<file path="config.mk">
export PLATFORM = sky130hd
export DESIGN_NAME = req_dealer
export DESIGN_NICKNAME = d
export VERILOG_FILES = /design/src/rtl/dealer_pkg.sv /design/src/rtl/dealer_target.sv /design/src/rtl/dealer_ctrl.sv /design/src/rtl/dealer_slot.sv /design/src/rtl/dealer_rsp_merge.sv /design/src/rtl/req_dealer.sv
export SDC_FILE = /design/constraint.sdc
export NUM_CORES = 1
export LEC_CHECK = 0
export CORE_AREA = 2 2 196 198
export CTS_CLUSTER_SIZE = 10
export DETAILED_ROUTE_END_ITERATION = 7
export DIE_AREA = 0 0 198 200
export SLEW_MARGIN = 20
export SYNTH_ARGS = -nofsm -noshare
export SYNTH_HDL_FRONTEND = slang
export SYNTH_SLANG_ARGS = --single-unit
</file>
<file path="constraint.sdc">
create_clock -name clk -period 2.9 [get_ports clk]
set_clock_uncertainty 0.2 [all_clocks]
set_input_delay 0.725 -clock clk [delete_from_list [all_inputs] [get_ports clk]]
set_output_delay 0.725 -clock clk [all_outputs]
set_load 0.005 [all_outputs]
</file>
<file path="src/rtl/dealer_pkg.sv">
package dealer_pkg;

  typedef enum logic {
    MODE_STREAM = 1'b0,
    MODE_SERIAL = 1'b1
  } deal_mode_e;

endpackage

</file>
<file path="src/rtl/dealer_target.sv">
// Rotation pointer and target choice for the next request entering the slot.
module dealer_target #(
  parameter int N_PORTS = 4,
  parameter int IDX_W   = 2
) (
  input  logic             clk,
  input  logic             rst,
  input  logic             take,
  input  logic             pinned,
  input  logic [IDX_W-1:0] pin_idx,
  output logic [IDX_W-1:0] tgt
);

  localparam logic [IDX_W-1:0] LAST = IDX_W'(N_PORTS - 1);

  logic [IDX_W-1:0] ptr;

  always_ff @(posedge clk) begin
    if (rst) begin
      ptr <= '0;
    end else if (take && !pinned) begin
      ptr <= (ptr == LAST) ? '0 : ptr + 1'b1;
    end
  end

  assign tgt = pinned ? pin_idx : ptr;

endmodule

</file>
<file path="src/rtl/dealer_ctrl.sv">
// Captures configuration while idle and tracks the serial-mode wait.
module dealer_ctrl
  import dealer_pkg::*;
#(
  parameter int N_PORTS = 4,
  parameter int IDX_W   = 2
) (
  input  logic               clk,
  input  logic               rst,
  input  logic               cfg_serial,
  input  logic               cfg_single,
  input  logic [IDX_W-1:0]   cfg_port,
  input  logic               slot_v,
  input  logic               load,
  input  logic               fire,
  input  logic [IDX_W-1:0]   slot_tgt,
  input  logic [N_PORTS-1:0] grant,
  output deal_mode_e         mode_q,
  output logic               single_q,
  output logic [IDX_W-1:0]   idx_q,
  output logic               wait_q
);

  logic [IDX_W-1:0] wait_idx;
  logic             quiet;

  assign quiet = !slot_v && !wait_q && !load;

  always_ff @(posedge clk) begin
    if (rst) begin
      mode_q   <= MODE_STREAM;
      single_q <= 1'b0;
      idx_q    <= '0;
    end else if (quiet) begin
      mode_q   <= cfg_serial ? MODE_SERIAL : MODE_STREAM;
      single_q <= cfg_single;
      idx_q    <= cfg_port;
    end
  end

  always_ff @(posedge clk) begin
    if (rst) begin
      wait_q   <= 1'b0;
      wait_idx <= '0;
    end else if (fire && (mode_q == MODE_SERIAL)) begin
      wait_q   <= 1'b1;
      wait_idx <= slot_tgt;
    end else if (wait_q && grant[wait_idx]) begin
      wait_q   <= 1'b0;
    end
  end

endmodule

</file>
<file path="src/rtl/dealer_slot.sv">
// Single request register with a one-hot, registered per-port valid.
module dealer_slot #(
  parameter int N_PORTS = 4,
  parameter int ADDR_W  = 32,
  parameter int DATA_W  = 32,
  parameter int IDX_W   = 2
) (
  input  logic               clk,
  input  logic               rst,
  input  logic               load,
  input  logic               ld_we,
  input  logic [ADDR_W-1:0]  ld_addr,
  input  logic [DATA_W-1:0]  ld_wdata,
  input  logic [IDX_W-1:0]   ld_tgt,
  input  logic [N_PORTS-1:0] prt_ready,
  output logic               slot_v,
  output logic [IDX_W-1:0]   slot_tgt,
  output logic               fire,
  output logic [N_PORTS-1:0] vmask,
  output logic               s_we,
  output logic [ADDR_W-1:0]  s_addr,
  output logic [DATA_W-1:0]  s_wdata
);

  assign fire = slot_v && prt_ready[slot_tgt];

  always_ff @(posedge clk) begin
    if (rst) begin
      slot_v <= 1'b0;
      vmask  <= '0;
    end else if (load) begin
      slot_v <= 1'b1;
      vmask  <= N_PORTS'(1) << ld_tgt;
    end else if (fire) begin
      slot_v <= 1'b0;
      vmask  <= '0;
    end
  end

  // Payload needs no reset; vmask qualifies it.
  always_ff @(posedge clk) begin
    if (load) begin
      slot_tgt <= ld_tgt;
      s_we     <= ld_we;
      s_addr   <= ld_addr;
      s_wdata  <= ld_wdata;
    end
  end

endmodule

</file>
<file path="src/rtl/dealer_rsp_merge.sv">
// Fixed-priority merge of port responses onto one registered stream.
module dealer_rsp_merge #(
  parameter int N_PORTS = 4,
  parameter int DATA_W  = 32,
  parameter int IDX_W   = 2
) (
  input  logic                      clk,
  input  logic                      rst,
  input  logic [N_PORTS-1:0]        rp_valid,
  input  logic [N_PORTS*DATA_W-1:0] rp_data,
  output logic [N_PORTS-1:0]        rp_ready,
  output logic                      out_valid,
  output logic [IDX_W-1:0]          out_port,
  output logic [DATA_W-1:0]         out_data
);

  logic             found;
  logic [IDX_W-1:0] sel;

  always_comb begin
    found    = 1'b0;
    sel      = '0;
    rp_ready = '0;
    for (int i = 0; i < N_PORTS; i++) begin
      if (rp_valid[i] && !found) begin
        found       = 1'b1;
        sel         = IDX_W'(i);
        rp_ready[i] = 1'b1;
      end
    end
  end

  always_ff @(posedge clk) begin
    if (rst) begin
      out_valid <= 1'b0;
    end else begin
      out_valid <= found;
    end
  end

  always_ff @(posedge clk) begin
    if (found) begin
      out_port <= sel;
      out_data <= rp_data[int'(sel)*DATA_W +: DATA_W];
    end
  end

endmodule

</file>
<file path="src/rtl/req_dealer.sv">
module req_dealer
  import dealer_pkg::*;
#(
  parameter int N_PORTS = 4,
  parameter int ADDR_W  = 32,
  parameter int DATA_W  = 32,
  localparam int IDX_W  = (N_PORTS > 1) ? $clog2(N_PORTS) : 1
) (
  input  logic                      clk,
  input  logic                      rst,
  input  logic                      cfg_serial,
  input  logic                      cfg_single,
  input  logic [IDX_W-1:0]          cfg_port,
  input  logic                      req_valid,
  output logic                      req_ready,
  input  logic                      req_we,
  input  logic [ADDR_W-1:0]         req_addr,
  input  logic [DATA_W-1:0]         req_wdata,
  output logic [N_PORTS-1:0]        prt_valid,
  input  logic [N_PORTS-1:0]        prt_ready,
  output logic [N_PORTS-1:0]        prt_we,
  output logic [N_PORTS*ADDR_W-1:0] prt_addr,
  output logic [N_PORTS*DATA_W-1:0] prt_wdata,
  input  logic [N_PORTS-1:0]        prt_rsp_valid,
  output logic [N_PORTS-1:0]        prt_rsp_ready,
  input  logic [N_PORTS*DATA_W-1:0] prt_rsp_data,
  output logic                      rsp_valid,
  output logic [IDX_W-1:0]          rsp_port,
  output logic [DATA_W-1:0]         rsp_data
);

  deal_mode_e       mode_q;
  logic             single_q;
  logic [IDX_W-1:0] idx_q;
  logic             wait_q;
  logic             slot_v;
  logic             fire;
  logic             load;
  logic [IDX_W-1:0] next_tgt;
  logic [IDX_W-1:0] slot_tgt;
  logic             s_we;
  logic [ADDR_W-1:0] s_addr;
  logic [DATA_W-1:0] s_wdata;

  // Serial: only from a fully idle state. Streaming: refill as the slot drains.
  assign req_ready = (mode_q == MODE_SERIAL) ? (!slot_v && !wait_q)
                                             : (!slot_v || fire);
  assign load = req_valid && req_ready;

  dealer_target #(.N_PORTS(N_PORTS), .IDX_W(IDX_W)) u_target (
    .clk     (clk),
    .rst     (rst),
    .take    (load),
    .pinned  (single_q),
    .pin_idx (idx_q),
    .tgt     (next_tgt)
  );

  dealer_ctrl #(.N_PORTS(N_PORTS), .IDX_W(IDX_W)) u_ctrl (
    .clk        (clk),
    .rst        (rst),
    .cfg_serial (cfg_serial),
    .cfg_single (cfg_single),
    .cfg_port   (cfg_port),
    .slot_v     (slot_v),
    .load       (load),
    .fire       (fire),
    .slot_tgt   (slot_tgt),
    .grant      (prt_rsp_ready),
    .mode_q     (mode_q),
    .single_q   (single_q),
    .idx_q      (idx_q),
    .wait_q     (wait_q)
  );

  dealer_slot #(
    .N_PORTS(N_PORTS), .ADDR_W(ADDR_W), .DATA_W(DATA_W), .IDX_W(IDX_W)
  ) u_slot (
    .clk       (clk),
    .rst       (rst),
    .load      (load),
    .ld_we     (req_we),
    .ld_addr   (req_addr),
    .ld_wdata  (req_wdata),
    .ld_tgt    (next_tgt),
    .prt_ready (prt_ready),
    .slot_v    (slot_v),
    .slot_tgt  (slot_tgt),
    .fire      (fire),
    .vmask     (prt_valid),
    .s_we      (s_we),
    .s_addr    (s_addr),
    .s_wdata   (s_wdata)
  );

  // Payload is broadcast; only the valid bit selects the port.
  for (genvar p = 0; p < N_PORTS; p++) begin : g_fan
    assign prt_we[p]                        = s_we;
    assign prt_addr[p*ADDR_W +: ADDR_W]     = s_addr;
    assign prt_wdata[p*DATA_W +: DATA_W]    = s_wdata;
  end

  dealer_rsp_merge #(.N_PORTS(N_PORTS), .DATA_W(DATA_W), .IDX_W(IDX_W)) u_merge (
    .clk       (clk),
    .rst       (rst),
    .rp_valid  (prt_rsp_valid),
    .rp_data   (prt_rsp_data),
    .rp_ready  (prt_rsp_ready),
    .out_valid (rsp_valid),
    .out_port  (rsp_port),
    .out_data  (rsp_data)
  );

endmodule

</file>
==> flow_summary.toml, run 1 <==
[timing]
post-route-min-period_ns = 2.83
hold_slack_ns = 0.259
worstMarginPinSlew_ns = 0.934
fmax_mhz = 354
post-route-period-util = 0.975
hold_violations = 0
slew_headroom = 0.376
setup-violations-final = 0
finalWorstSetupSlack_ns = 0.0713
drv_slew = 0
grt_setup_unrepaired = "no"

[clock_network]
clk_latency_ns = 0.41
hold_buffers = 0
path_clk_slew_ns = 0.05
clock_sinks = 116
numCtsBuffers = 17
htreeDepth = 4
cts_buffer_depth = 2
cts_tree = "done"
clk_root_buffer_cell = "clkbuf_16"

[die]
coreArea_sq_mm = 0.0374
dieArea_sq_mm = 0.0396
initial_core_util = 0.160
die_w_microns = 198
rows = 71
die_h_microns = 200
pin_count = 512

[synthesis]
yosysTopAreaCell = "edfxtp_1"
ys_seq_area_frac = 0.558
syn_area_sq_mm = 0.00597
ys_seq_elements = 116
ys.warnings.count = 0
syn_avg_cell_area_sq_um = 11.3
synthDominantCellAreaShare = 0.508
yosys.cell_types.count = 33
synthTopCellsByCount = "buf_4 (197), edfxtp_1 (101), nand2_1 (72), a31oi_1 (33), o22ai_1 (32)"
yosysMostFrequentCell = "buf_4"
syn-num-nets = 738
synthFlopType = "edfxtp_1"
synthCells = 529
synthArstFlopShare = 0
synth_edf_count = 101
synth_area_leaders = "edfxtp_1 (51%), buf_4 (25%), dfxtp_1 (5.0%)"

[setup_path]
max_stage_delay_ns = 0.51
r2r_cells = 7
path_delay_family = "buffers and inverters"
critPathCaptureType = "primary output"
critical_path_class = "primary input to primary output"
reg2reg_to = "u_slot.s_wdata[20]"
worstPathArrival_ns = 1.90
cp-endpoint = "prt_rsp_ready[3]"
worst_setup_path_start_kind = "primary input"
cp_slowest_cell = "clkdlybuf4s50_1"
cpMostUsedCell = "clkdlybuf4s50_1"
crit_buf_inv = 2
crit_chain = "clkdlybuf4s50_1 -> and3_1 -> clkdlybuf4s50_1"
required_ns = 1.98
startpoint = "prt_rsp_valid[3]"
regToRegSetupSlack_ns = 0.56
r2r-start = "u_slot.slot_tgt[0]"
cp_max_fo = 3
cp_num_cells = 3

[grt]
antenna_found_initial = 2
grt_pass1_wl_microns = 32200
grt_overflow = 0
grt_pass1_vias = 5156
grt_usage = 0.114
grt_max_degree = 66

[hold_path]
holdCritPathClass = "flop to flop"
hold_depth = 2

[placed_design]
io_buffers = 511
place_hpwl_microns = 19800
place.gp.congestion = 0.825
dp_slack_ns = -0.369
dpl-instance-area_sq_mm = 0.0104

[final_layout]
antenna_cells = 0
nets = 1082
post-route-util = 0.295
drive_gt1_frac = 0.0824
syn_to_final_growth_pct = 85.1
fin_area_sq_mm = 0.0110

[drt]
wire_per_inst_microns = 17.3
drt_iter0_drc = 155
first_pass_iters = 5
vias = 5150
postRouteAntennaNets = 0
vias_per_cell = 3.69
wirelength_microns = 24200
drc = 0

[flow_run]
cap_violations = 0

[pwr]
power_density_mw_per_mm2 = 501
p_leak_nw = 3.97
ir_drop_uv = 364

[outcome]
outcome = "finished, final reports clean"
registers in the layout (all words and copies together), names as in the netlist, 2 cells and up:
signal and flops:
u_target.ptr 2, u_slot.s_wdata 32, u_slot.vmask 4, u_ctrl.idx_q 2, u_merge.out_port 2, u_slot.s_addr 32
u_merge.out_data 32, u_ctrl.wait_idx 2, u_slot.slot_tgt 2
metal layers:
metal,track usage,part of all wire,vias to the layer above,routed length (microns)
li1,-,-,2358,-
met1,0.122,0.38,2438,9130
met2,0.211,0.53,329,12700
met3,0.0331,0.075,23,1800
met4,0.0434,0.021,2,505
met5,0,0.00050,-,12
cells in the final DEF (no fill, tap or decap), types with 6 or more instances in the layout:
master	count
dfxtp_1	15
a21oi_1	7
nor2_1	6
o22ai_1	32
inv_1	9
edfxtp_1	101
a31oi_1	33
mux2i_1	8
buf_4	25
clkdlybuf4s50_1	503
dlygate4sd2_1	7
clkbuf_16	17
nand2_1	70
clkinvlp_4	6
through the flow:
stage | total power (W) | TNS (ns) | cells
2_1_floorplan | 0.00256 | -19.34 | 529
3_3_place_gp | 0.00337 | -4.18 | 1364
3_5_place_dp | 0.00338 | -7.70 | 1364
4_1_cts | 0.00563 | 0 | 1397
5_1_grt | 0.00577 | 0 | 1397
6_report | 0.00553 | 0 | 1397
what timing repair did:
action | CTS | global route
hold endpoints to repair | 0 | 0
gates resized for setup | 14 | 0
buffers inserted | 1 | 0
setup endpoints to repair | 4 | 0
worst min path at each step:
stage                            endpoint            start
after floorplan           u_slot.vmask[0]  u_slot.vmask[0]
after global placement    u_slot.vmask[0]  u_slot.vmask[0]
after detailed placement  u_slot.vmask[2]  u_slot.vmask[2]
after CTS                 u_slot.vmask[2]  u_slot.vmask[2]
after global routing      u_slot.vmask[2]  u_slot.vmask[2]
final                     u_slot.vmask[2]  u_slot.vmask[2]
where the power goes:
part           leakage [nW]  switching, W  total, W  internal, W
Clock                 0.280      0.000855   0.00221      0.00136
Sequential             1.12      0.000131   0.00212      0.00199
Combinational          2.57      0.000381   0.00121     0.000825
Total                  3.97       0.00137   0.00553      0.00417
tightest hold or removal path: cells and delay by family (launching register included):
family / cells / cell delay [ns]
AO/OA/AOI/OAI: 1 / 0.05
AND/OR/NAND/NOR: 1 / 0.05
flip-flops: 1 / 0.33
cell families (layout without fill, tap and decap cells):
group,Yosys count,after routing,share of synthesized area
AO/OA/AOI/OAI,85,85,0.0895
adder cells (fa/ha/maj),1,1,0.00210
buffers and inverters,224,581,0.266
flip-flops,116,116,0.558
multiplexers,10,10,0.0191
AND/OR/NAND/NOR,93,93,0.0652
area by class of cell:
cell class	instances	area, sq um
fillers	3873	26400
repair buffers	539	5350
flip-flops and latches	116	3330
multi-input cells	189	1080
well taps	511	639
clock buffers	17	425
clock inverters	15	180
inverters	10	41.3
Note: power is estimated with default switching activity, not from simulation.
==> run 2: changes to the inputs <==
--- a/config.mk
+++ b/config.mk
@@ -13,3 +13,4 @@
 export SYNTH_ARGS = -nofsm -noshare
 export SYNTH_HDL_FRONTEND = slang
 export SYNTH_SLANG_ARGS = --single-unit
+export TNS_END_PERCENT = 100
==> results of run 2 <==
Same layout as run 1: the final DEF is identical, and so are final timing and power.
